### src/rtl/accout_pkg.sv
package accout_pkg;

    localparam int DEF_NCELL = 8;
    localparam int DEF_ACC_W = 26;
    localparam int DEF_SHIFT = 8;
    localparam int DEF_LO_W  = 16;

    typedef enum logic {
        SRC_CELL = 1'b0,
        SRC_BUF  = 1'b1
    } src_e;

    typedef struct packed {
        logic lo;
        logic hi;
    } lane_en_t;

endpackage

### src/rtl/accout_cell_hold.sv
module accout_cell_hold #(
    parameter int NCELL = accout_pkg::DEF_NCELL,
    parameter int ACC_W = accout_pkg::DEF_ACC_W,
    localparam int ADR_W = $clog2(NCELL)
) (
    input  logic                        clk,
    input  logic                        rst,
    input  logic [NCELL-1:0][ACC_W-1:0] cell_acc,
    input  logic [ADR_W-1:0]            adr,
    output logic [ACC_W-1:0]            cell_now,
    output logic [ACC_W-1:0]            held_q,
    output logic [ADR_W-1:0]            adr_q,
    output logic                        hold_vld
);

    logic new_addr;

    assign cell_now = cell_acc[adr];
    assign new_addr = !hold_vld || (adr != adr_q);

    always_ff @(posedge clk) begin
        if (rst) begin
            adr_q    <= '0;
            hold_vld <= 1'b0;
            held_q   <= '0;
        end else begin
            adr_q    <= adr;
            hold_vld <= 1'b1;
            if (new_addr) begin
                held_q <= cell_now;
            end
        end
    end

endmodule

### src/rtl/accout_shift_buf.sv
module accout_shift_buf #(
    parameter int ACC_W = accout_pkg::DEF_ACC_W,
    parameter int SHIFT = accout_pkg::DEF_SHIFT
) (
    input  logic             clk,
    input  logic             rst,
    input  logic             shadd,
    input  logic [ACC_W-1:0] cell_now,
    output logic [ACC_W-1:0] buf_q
);

    logic [ACC_W-1:0] fb_term;

    always_comb begin
        if (shadd) begin
            fb_term = {{SHIFT{buf_q[ACC_W-1]}}, buf_q[ACC_W-1:SHIFT]};
        end else begin
            fb_term = '0;
        end
    end

    always_ff @(posedge clk) begin
        if (rst) begin
            buf_q <= '0;
        end else begin
            buf_q <= cell_now + fb_term;
        end
    end

endmodule

### src/rtl/accout_lane_gate.sv
module accout_lane_gate #(
    parameter int ACC_W = accout_pkg::DEF_ACC_W,
    parameter int LO_W  = accout_pkg::DEF_LO_W,
    localparam int HI_W = ACC_W - LO_W
) (
    input  logic [ACC_W-1:0]      src_val,
    input  accout_pkg::lane_en_t  lane_on,
    output logic [ACC_W-1:0]      sum
);

    localparam int NLANE = 2;
    localparam int LANE_LO [NLANE] = '{0, LO_W};
    localparam int LANE_W  [NLANE] = '{LO_W, HI_W};

    logic [NLANE-1:0] on_vec;
    assign on_vec = {lane_on.hi, lane_on.lo};

    for (genvar g = 0; g < NLANE; g++) begin : g_lane
        assign sum[LANE_LO[g] +: LANE_W[g]] =
            on_vec[g] ? src_val[LANE_LO[g] +: LANE_W[g]] : '0;
    end

endmodule

### src/rtl/accout_stage.sv
module accout_stage #(
    parameter int NCELL = accout_pkg::DEF_NCELL,
    parameter int ACC_W = accout_pkg::DEF_ACC_W,
    parameter int SHIFT = accout_pkg::DEF_SHIFT,
    parameter int LO_W  = accout_pkg::DEF_LO_W,
    localparam int ADR_W = $clog2(NCELL)
) (
    input  logic                        clk,
    input  logic                        rst,
    input  logic [NCELL-1:0][ACC_W-1:0] cell_acc,
    input  logic [ADR_W-1:0]            adr,
    input  logic                        shadd,
    input  logic                        lo_en_n,
    input  logic                        hi_en_n,
    output logic [ACC_W-1:0]            sum,
    output logic                        lo_valid,
    output logic                        hi_valid
);

    import accout_pkg::*;

    logic [ACC_W-1:0] cell_now;
    logic [ACC_W-1:0] held_q;
    logic [ADR_W-1:0] adr_q;
    logic             hold_vld;
    logic [ACC_W-1:0] buf_q;
    logic             shadd_q;
    logic             shadd_h;
    src_e             src_sel;
    logic [ACC_W-1:0] src_val;
    lane_en_t         lane_on;

    accout_cell_hold #(.NCELL(NCELL), .ACC_W(ACC_W)) u_hold (
        .clk      (clk),
        .rst      (rst),
        .cell_acc (cell_acc),
        .adr      (adr),
        .cell_now (cell_now),
        .held_q   (held_q),
        .adr_q    (adr_q),
        .hold_vld (hold_vld)
    );

    accout_shift_buf #(.ACC_W(ACC_W), .SHIFT(SHIFT)) u_buf (
        .clk      (clk),
        .rst      (rst),
        .shadd    (shadd),
        .cell_now (cell_now),
        .buf_q    (buf_q)
    );

    always_ff @(posedge clk) begin
        if (rst) begin
            shadd_q <= 1'b0;
            shadd_h <= 1'b0;
        end else begin
            shadd_q <= shadd;
            shadd_h <= shadd_q;
        end
    end

    assign src_sel = (shadd_q || shadd_h) ? SRC_BUF : SRC_CELL;
    assign src_val = (src_sel == SRC_CELL) ? held_q : buf_q;

    assign lane_on.lo = ~lo_en_n;
    assign lane_on.hi = ~hi_en_n;
    assign lo_valid   = lane_on.lo;
    assign hi_valid   = lane_on.hi;

    accout_lane_gate #(.ACC_W(ACC_W), .LO_W(LO_W)) u_gate (
        .src_val (src_val),
        .lane_on (lane_on),
        .sum     (sum)
    );

endmodule

### config.mk
export PLATFORM = sky130hd
export DESIGN_NAME = accout_stage
export DESIGN_NICKNAME = d
export VERILOG_FILES = /design/src/rtl/accout_pkg.sv /design/src/rtl/accout_cell_hold.sv /design/src/rtl/accout_shift_buf.sv /design/src/rtl/accout_lane_gate.sv /design/src/rtl/accout_stage.sv
export SDC_FILE = /design/constraint.sdc
export NUM_CORES = 1
export LEC_CHECK = 0
export ABC_AREA = 1
export ABC_CLOCK_PERIOD_IN_PS = 2920
export BUFFER_PORTS_ARGS = -buffer_cell sky130_fd_sc_hd__buf_2
export CAP_MARGIN = 20
export CORE_ASPECT_RATIO = 1.25
export CORE_MARGIN = 4
export CORE_UTILIZATION = 35
export CTS_CLUSTER_SIZE = 24
export DETAILED_ROUTE_END_ITERATION = 8
export GPL_TIMING_DRIVEN = 0
export PLACE_DENSITY = 0.62
export SETUP_SLACK_MARGIN = 0.4
export SKIP_CTS_REPAIR_TIMING = 1
export SYNTH_ARGS = -nofsm -noshare
export SYNTH_HDL_FRONTEND = slang
export SYNTH_HIERARCHICAL = 1
export SYNTH_SLANG_ARGS = --single-unit
### constraint.sdc
create_clock -name clk -period 2.92 [get_ports clk]
set_input_delay 0.292 -clock clk [delete_from_list [all_inputs] [get_ports clk]]
set_output_delay 0.292 -clock clk [all_outputs]
set_load 0.01 [all_outputs]
==> results of run 1 <==
[kinds of logic (layout without fill, tap and decap cells)]
family	Yosys count	after routing	share of synthesized area, %
AO/OA/AOI/OAI	128	128	10.4
XOR/XNOR	2	2	0.244
adder cells (fa/ha/maj)	18	18	3.24
buffers and inverters	424	690	24.9
flip-flops	58	58	16.2
other	0	2	0
AND/OR/NAND/NOR	744	744	45.1
[layout make-up]
type / count / area [µm²]
fillers: 2303 / 10700
multi-input cells: 892 / 4530
inverters: 359 / 1350
repair buffers: 252 / 1290
flip-flops and latches: 58 / 1160
plain buffers: 65 / 547
well taps: 270 / 338
clock buffers: 11 / 253
clock inverters: 3 / 40.0
diodes: 2 / 5.00
[worst max path at each step]
stage                       to  cells after the start  slack [ns]
6_report       u_buf/buf_q[20]                     22        0.51
3_5_place_dp   u_buf/buf_q[18]                     20       -0.22
3_3_place_gp   u_buf/buf_q[18]                     20       -0.21
4_1_cts        u_buf/buf_q[18]                     20        0.11
5_1_grt        u_buf/buf_q[20]                     22        0.35
2_1_floorplan  u_buf/buf_q[24]                     19        0.45
[stage by stage]
stage                     util, %  TNS [ns]  power [W]  worst slack, ns  hold slack (ns)
after floorplan                 -         0    0.00201            0.449            0.363
final                        47.2         0    0.00374            0.507            0.217
after global routing         47.2         0    0.00399            0.346            0.245
after CTS                    44.7         0    0.00357            0.106            0.221
after global placement       43.3     -1.88    0.00252           -0.212            0.535
after detailed placement     43.3     -2.01    0.00253           -0.225            0.539
[tightest hold or removal path, cell delays in order]
cell	delay (ns)
buf_2	0.12
inv_1	0.05
nor2_1	0.03
[sequential cells by signal, summed over array words and instances, names as in the netlist]
| signal | cells |
|---|---|
| u_buf/buf_q | 26 |
| shadd_q | 1 |
| u_hold/held_q | 26 |
| u_hold/hold_vld | 1 |
| u_hold/adr_q | 3 |
| shadd_h | 1 |
[per-layer routing]
metal / up-vias / share of wire, % / global-route usage [%]
li1: 4616 / - / -
met1: 3877 / 41 / 29.2
met2: 345 / 50 / 43.3
met3: 47 / 5.8 / 3.80
met4: 0 / 2.8 / 6.88
met5: - / 0 / 0
[power breakdown]
| part | internal [W] | total, W | switching, W |
|---|---|---|---|
| Clock | 0.000693 | 0.00104 | 0.000345 |
| Combinational | 0.000680 | 0.00175 | 0.00107 |
| Sequential | 0.000904 | 0.000957 | 0.0000525 |
| Total | 0.00228 | 0.00374 | 0.00146 |
[cell usage in the layout (no fill, tap or decap), types with 3 or more instances in the layout]
master / n
o21a_1: 4
clkbuf_1: 4
nor3_1: 6
o21ai_0: 45
nor2_2: 8
nor2_4: 4
inv_2: 7
ha_4: 9
buf_12: 3
nand3_1: 197
ha_1: 4
nand4_1: 3
nand2_1: 430
o21ai_1: 3
clkbuf_2: 13
o21bai_1: 4
nand2_2: 36
nand3_2: 4
buf_2: 247
nand2_4: 9
dfxtp_1: 58
ha_2: 4
clkbuf_4: 4
buf_4: 23
buf_6: 20
nor2_1: 42
a21oi_1: 38
a21oi_2: 28
clkbuf_16: 9
inv_1: 349
[Yosys cell counts (all sizes together)]
cell type	n
clkinv	1
buf	46
ha	17
dfxtp	58
nor3	7
o21bai	4
a41oi	2
inv	358
a21oi	67
nand4	3
o21ai	50
clkbuf	19
nor2	56
fa	1
nand3	201
and2	1
a21boi	1
xor2	1
xnor2	1
o21a	4
nand2	476
==> run metrics, run 1 <==
CP arrival=2.62 ns; Largest stage delay, worst path=0.42 ns; DRT Pass-1 Iters=5; max cap viols=0; largest area contributor in the netlist=nand2_1; final net count=1,871; Syn Inst Count=1,374; gpl congestion=0.946; Die Area=22,900 µm²; first-pass GRT wire length=43,400 µm; Yosys cell types=37; gr ovfl total=0; Die Wd=136 µm; CP Launch Point=adr[0]; Area Overhead vs Synth=32.3%; post-route insts no fill=1,912; total track usage=24.0%; Die Span Y=168 µm; Synthesis Warnings=6; worst hold path endpoint=shadd_q; Reg clk slew, reported paths=0.05 ns; Max clock buf depth=2; Iteration-0 DRC Markers=657; syn_nets=1,608; fin area=9510 µm²; # IOs=244; core area=20,200 µm²; placed instance area=8730 µm²; Slew @ Worst Pin=0.605 ns; root buf cell=clkbuf_16; HP Class=in2reg; CTS Buf Count=9; largest cells by area after synthesis=nand2_1, inv_1, dfxtp_1; cell repeated most along the worst path=nand2_1; htree depth=3; crit end category=flop; num rows=58; Clk Latency, worst-skew pair=0.32 ns; Final period util=82.6%; initial antenna violation count=2; drt total wl=28,500 µm; status=completed; largest net degree at the start of global routing=11; share of the synthesized area in the top cell type=23.8%; Routed WL per cell=14.9 µm; HPWL after DPL=23,700 µm; LEAKAGE=6.06 nW; unrepaired setup endpoints after global routing=no; CP top delay family=simple AND/OR/NAND/NOR gates; R2R cell count=15; type of origin of the critical path=primary input; via density per instance=4.65; Vias=8,885; Final setup viols=0; worst vdd ir=0.000257 V; vias in the first global route=8,441; Final ANT Viol Nets=0; Clock Skews=0.00462 ns; starting density of the core=35.6%; Yosys reg bits=58; Hold Startpoint=shadd; CP Buf/Inv Count=6; DRC viols=0; Rel. slew slack=59.7%; Slew Viols, Final=0; fmax=0.414 GHz; Setup CP Type=in2reg; pwr dens=393 nW/µm²; r2r startpoint=u_buf/buf_q[8]; Mapped Avg Cell Area=5.23 µm²; min Tclk post-route=2.41 ns; Seq/Total Area, Yosys=16.2%; ratio of cells with drive above 1 in the final layout=27.2%; Synth Cell Area=7190 µm²; CP max FO=10; clock sink count=58; Critical Path RT=3.13 ns; RR Endpoint=u_buf/buf_q[20]; I/O Buffers=240; flop2flop setup slack=0.85 ns; critical-path cell list=buf_6, inv_4, buf_12, buf_6, nand2_1, nand3_1, nand3_1, nand2_4, inv_2, ha_4, inv_1, fa_2, o21ai_4, nand2_1, nand2_2, nand2_1, nand2_2, nand2_1, nand2_1, nand2_1, nand2_1, nor2_1; CTS tree=yes; placed cells=1,884; hold depth=3; Hold Fails Final Rpt=0; CP max stage cell=fa_2
Power figures use the tool's default switching activity.
==> run 2: changes to the inputs <==
Settings changed: ABC_CLOCK_PERIOD_IN_PS 2920 to 2480.
Clock period 2.92 ns to 2.48 ns, I/O delays scaled along.
==> run metrics, run 2 (synthesis gave the netlist of run 1 again) <==
Routed WL per cell=15.8 µm (+5.8%); LEAKAGE=6.24 nW (+2.8%); filler cell count=2,238 (-2.8%); ratio of cells with drive above 1 in the final layout=30.6% (+3.4 points); Final period util=92.7%; largest net degree at the start of global routing=13 (+2); Final setup viols=0 (unchanged); fin area=10,000 µm² (+5.4%); I/O Buffers=240 (unchanged); Area Overhead vs Synth=39.5%; critical-path cell list=buf_12, buf_12, buf_8, nand2_1, nand3_1, nand3_2, nand2_4, inv_2, ha_4, inv_2, fa_2, o21ai_4, nand2_1, nand2_2, nand2_2, nand2_4, nand2_2, nand2_2, nand2_1, nand2_1, nor2_1; placed instance area=8790 µm² (+0.60%); pwr dens=485 nW/µm² (+23%); HP Class=in2reg; worst hold path endpoint=shadd_q; crit end category=flop; Rel. slew slack=62.6% (+2.9 points); placed cells=1,884 (unchanged); via density per instance=4.79 (+3.1%); Largest stage delay, worst path=0.42 ns (about the same); DRT Pass-1 Iters=6 (+1); gpl congestion=0.972 (+2.8%); root buf cell=clkbuf_16; Iteration-0 DRC Markers=718 (+9.3%); Slew Viols, Final=0 (unchanged); CTS tree=yes; CP max stage cell=fa_2; Hold Startpoint=shadd; starting density of the core=35.6% (unchanged); Max clock buf depth=2 (unchanged); htree depth=3 (unchanged); max cap viols=0 (unchanged); fmax=0.435 GHz; type of origin of the critical path=primary input; flop2flop setup slack=0.40 ns (-0.45 ns); min Tclk post-route=2.30 ns; Final ANT Viol Nets=0 (unchanged); commonest non-fill, non-tap cell in the layout=nand2_1; RR Endpoint=u_buf/buf_q[22]; total power=0.00486 W (+30%); Die Wd=136 µm (unchanged); initial antenna violation count=2 (unchanged); vias in the first global route=8,654 (+2.5%); R2R cell count=15 (unchanged); clock sink count=58 (unchanged); Hold Fails Final Rpt=0 (unchanged); Critical Path RT=2.71 ns (-0.42 ns); Die Span Y=168 µm (unchanged); hold depth=3 (unchanged); core area=20,200 µm² (unchanged); HPWL after DPL=24,300 µm (+2.4%); CTS Buf Count=9 (unchanged); Reg clk slew, reported paths=0.05 ns (about the same); Setup CP Type=in2reg; Slew @ Worst Pin=0.561 ns (-0.0442 ns); num rows=58 (unchanged); final net count=1,880 (+0.48%); drt total wl=30,300 µm (+6.4%); gr ovfl total=0 (unchanged); total track usage=25.0% (+0.95 points); unrepaired setup endpoints after global routing=yes; CP max FO=11 (+1); DRC viols=0 (unchanged); r2r startpoint=u_buf/buf_q[8]; first-pass GRT wire length=44,800 µm (+3.1%); CP arrival=2.53 ns (-0.09 ns); Clk Latency, worst-skew pair=0.34 ns (+0.02 ns); status=completed; Die Area=22,900 µm² (unchanged); commonest non-fill, non-tap cells in the layout=nand2_1, inv_1, buf_2; post-route insts no fill=1,923 (+0.58%); # IOs=244 (unchanged); Clock Skews=0.00549 ns (+0.000866 ns); biggest regs=u_buf/buf_q x26, u_hold/held_q x26, u_hold/adr_q x3; worst vdd ir=0.000339 V (+32%); Vias=9,213 (+3.7%)
-- run 2: cell count changes in the layout (fill, tap and decap cells not counted), moves of 5 or more --
cell | before | now
nor2_1 | 42 | 37
buf_6 | 20 | 15
buf_8 | 2 | 9
nand2_1 | 430 | 411
o21ai_0 | 45 | 40
o21ai_1 | 3 | 8
buf_4 | 23 | 30
nand3_1 | 197 | 191
nor2_2 | 8 | 13
nand2_2 | 36 | 52
ha_4 | 9 | 16
nand3_2 | 4 | 9
-- run 2: per-layer routing --
metal	routed length, µm	global-route usage, %
met4	1320	9.91
met2	14900	44.3
met1	12200	30.0
met3	1970	3.65
met5	0	0
-- run 2: critical path, delay by kind of cell --
family | cells | cell delay, ns
compound gates | 1 | 0.19
buf+inv | 5 | 0.52
fa+ha+maj | 2 | 0.57
simple gates | 13 | 0.97
-- run 2: worst max path at each step --
stage / start / endpoint / slack [ns] / cells after the start
3_3_place_gp: adr[2] / u_buf/buf_q[21] / -0.51 / 16
3_5_place_dp: adr[2] / u_buf/buf_q[21] / -0.52 / 16
6_report: adr[0] / u_buf/buf_q[22] / 0.18 / 21
5_1_grt: adr[0] / u_buf/buf_q[22] / 0.08 / 21
2_1_floorplan: adr[0] / u_buf/buf_q[20] / 0.19 / 22
4_1_cts: adr[2] / u_buf/buf_q[21] / -0.16 / 16
-- run 2: power breakdown --
group	internal (W)	switching, W	leakage, nW
clock network	0.000990	0.000500	0.170
logic	0.000903	0.00134	5.58
registers	0.00106	0.0000639	0.484
total	0.00296	0.00190	6.24
-- run 2: area by class of cell --
class	instances	area, µm²	area share, %
antenna	2	5.00	0.0499
buffer	65	622	6.20
clock buffer	9	225	2.25
clock inverter	7	125	1.25
inverter	359	1360	13.6
multi-input combinational	892	4760	47.4
sequential	58	1160	11.6
tap	270	338	3.37
timing repair buffer	261	1430	14.3
-- run 2: metrics by stage --
step                      worst slack (ns)  utilization [%]  TNS (ns)  hold slack, ns
final                                0.181             49.7         0           0.137
after global routing                0.0767             49.7         0           0.158
after CTS                           -0.163             45.3    -0.575           0.125
after detailed placement            -0.521             43.6     -6.37           0.486
after global placement              -0.509             43.6     -5.97           0.478
after floorplan                      0.192                -         0           0.319
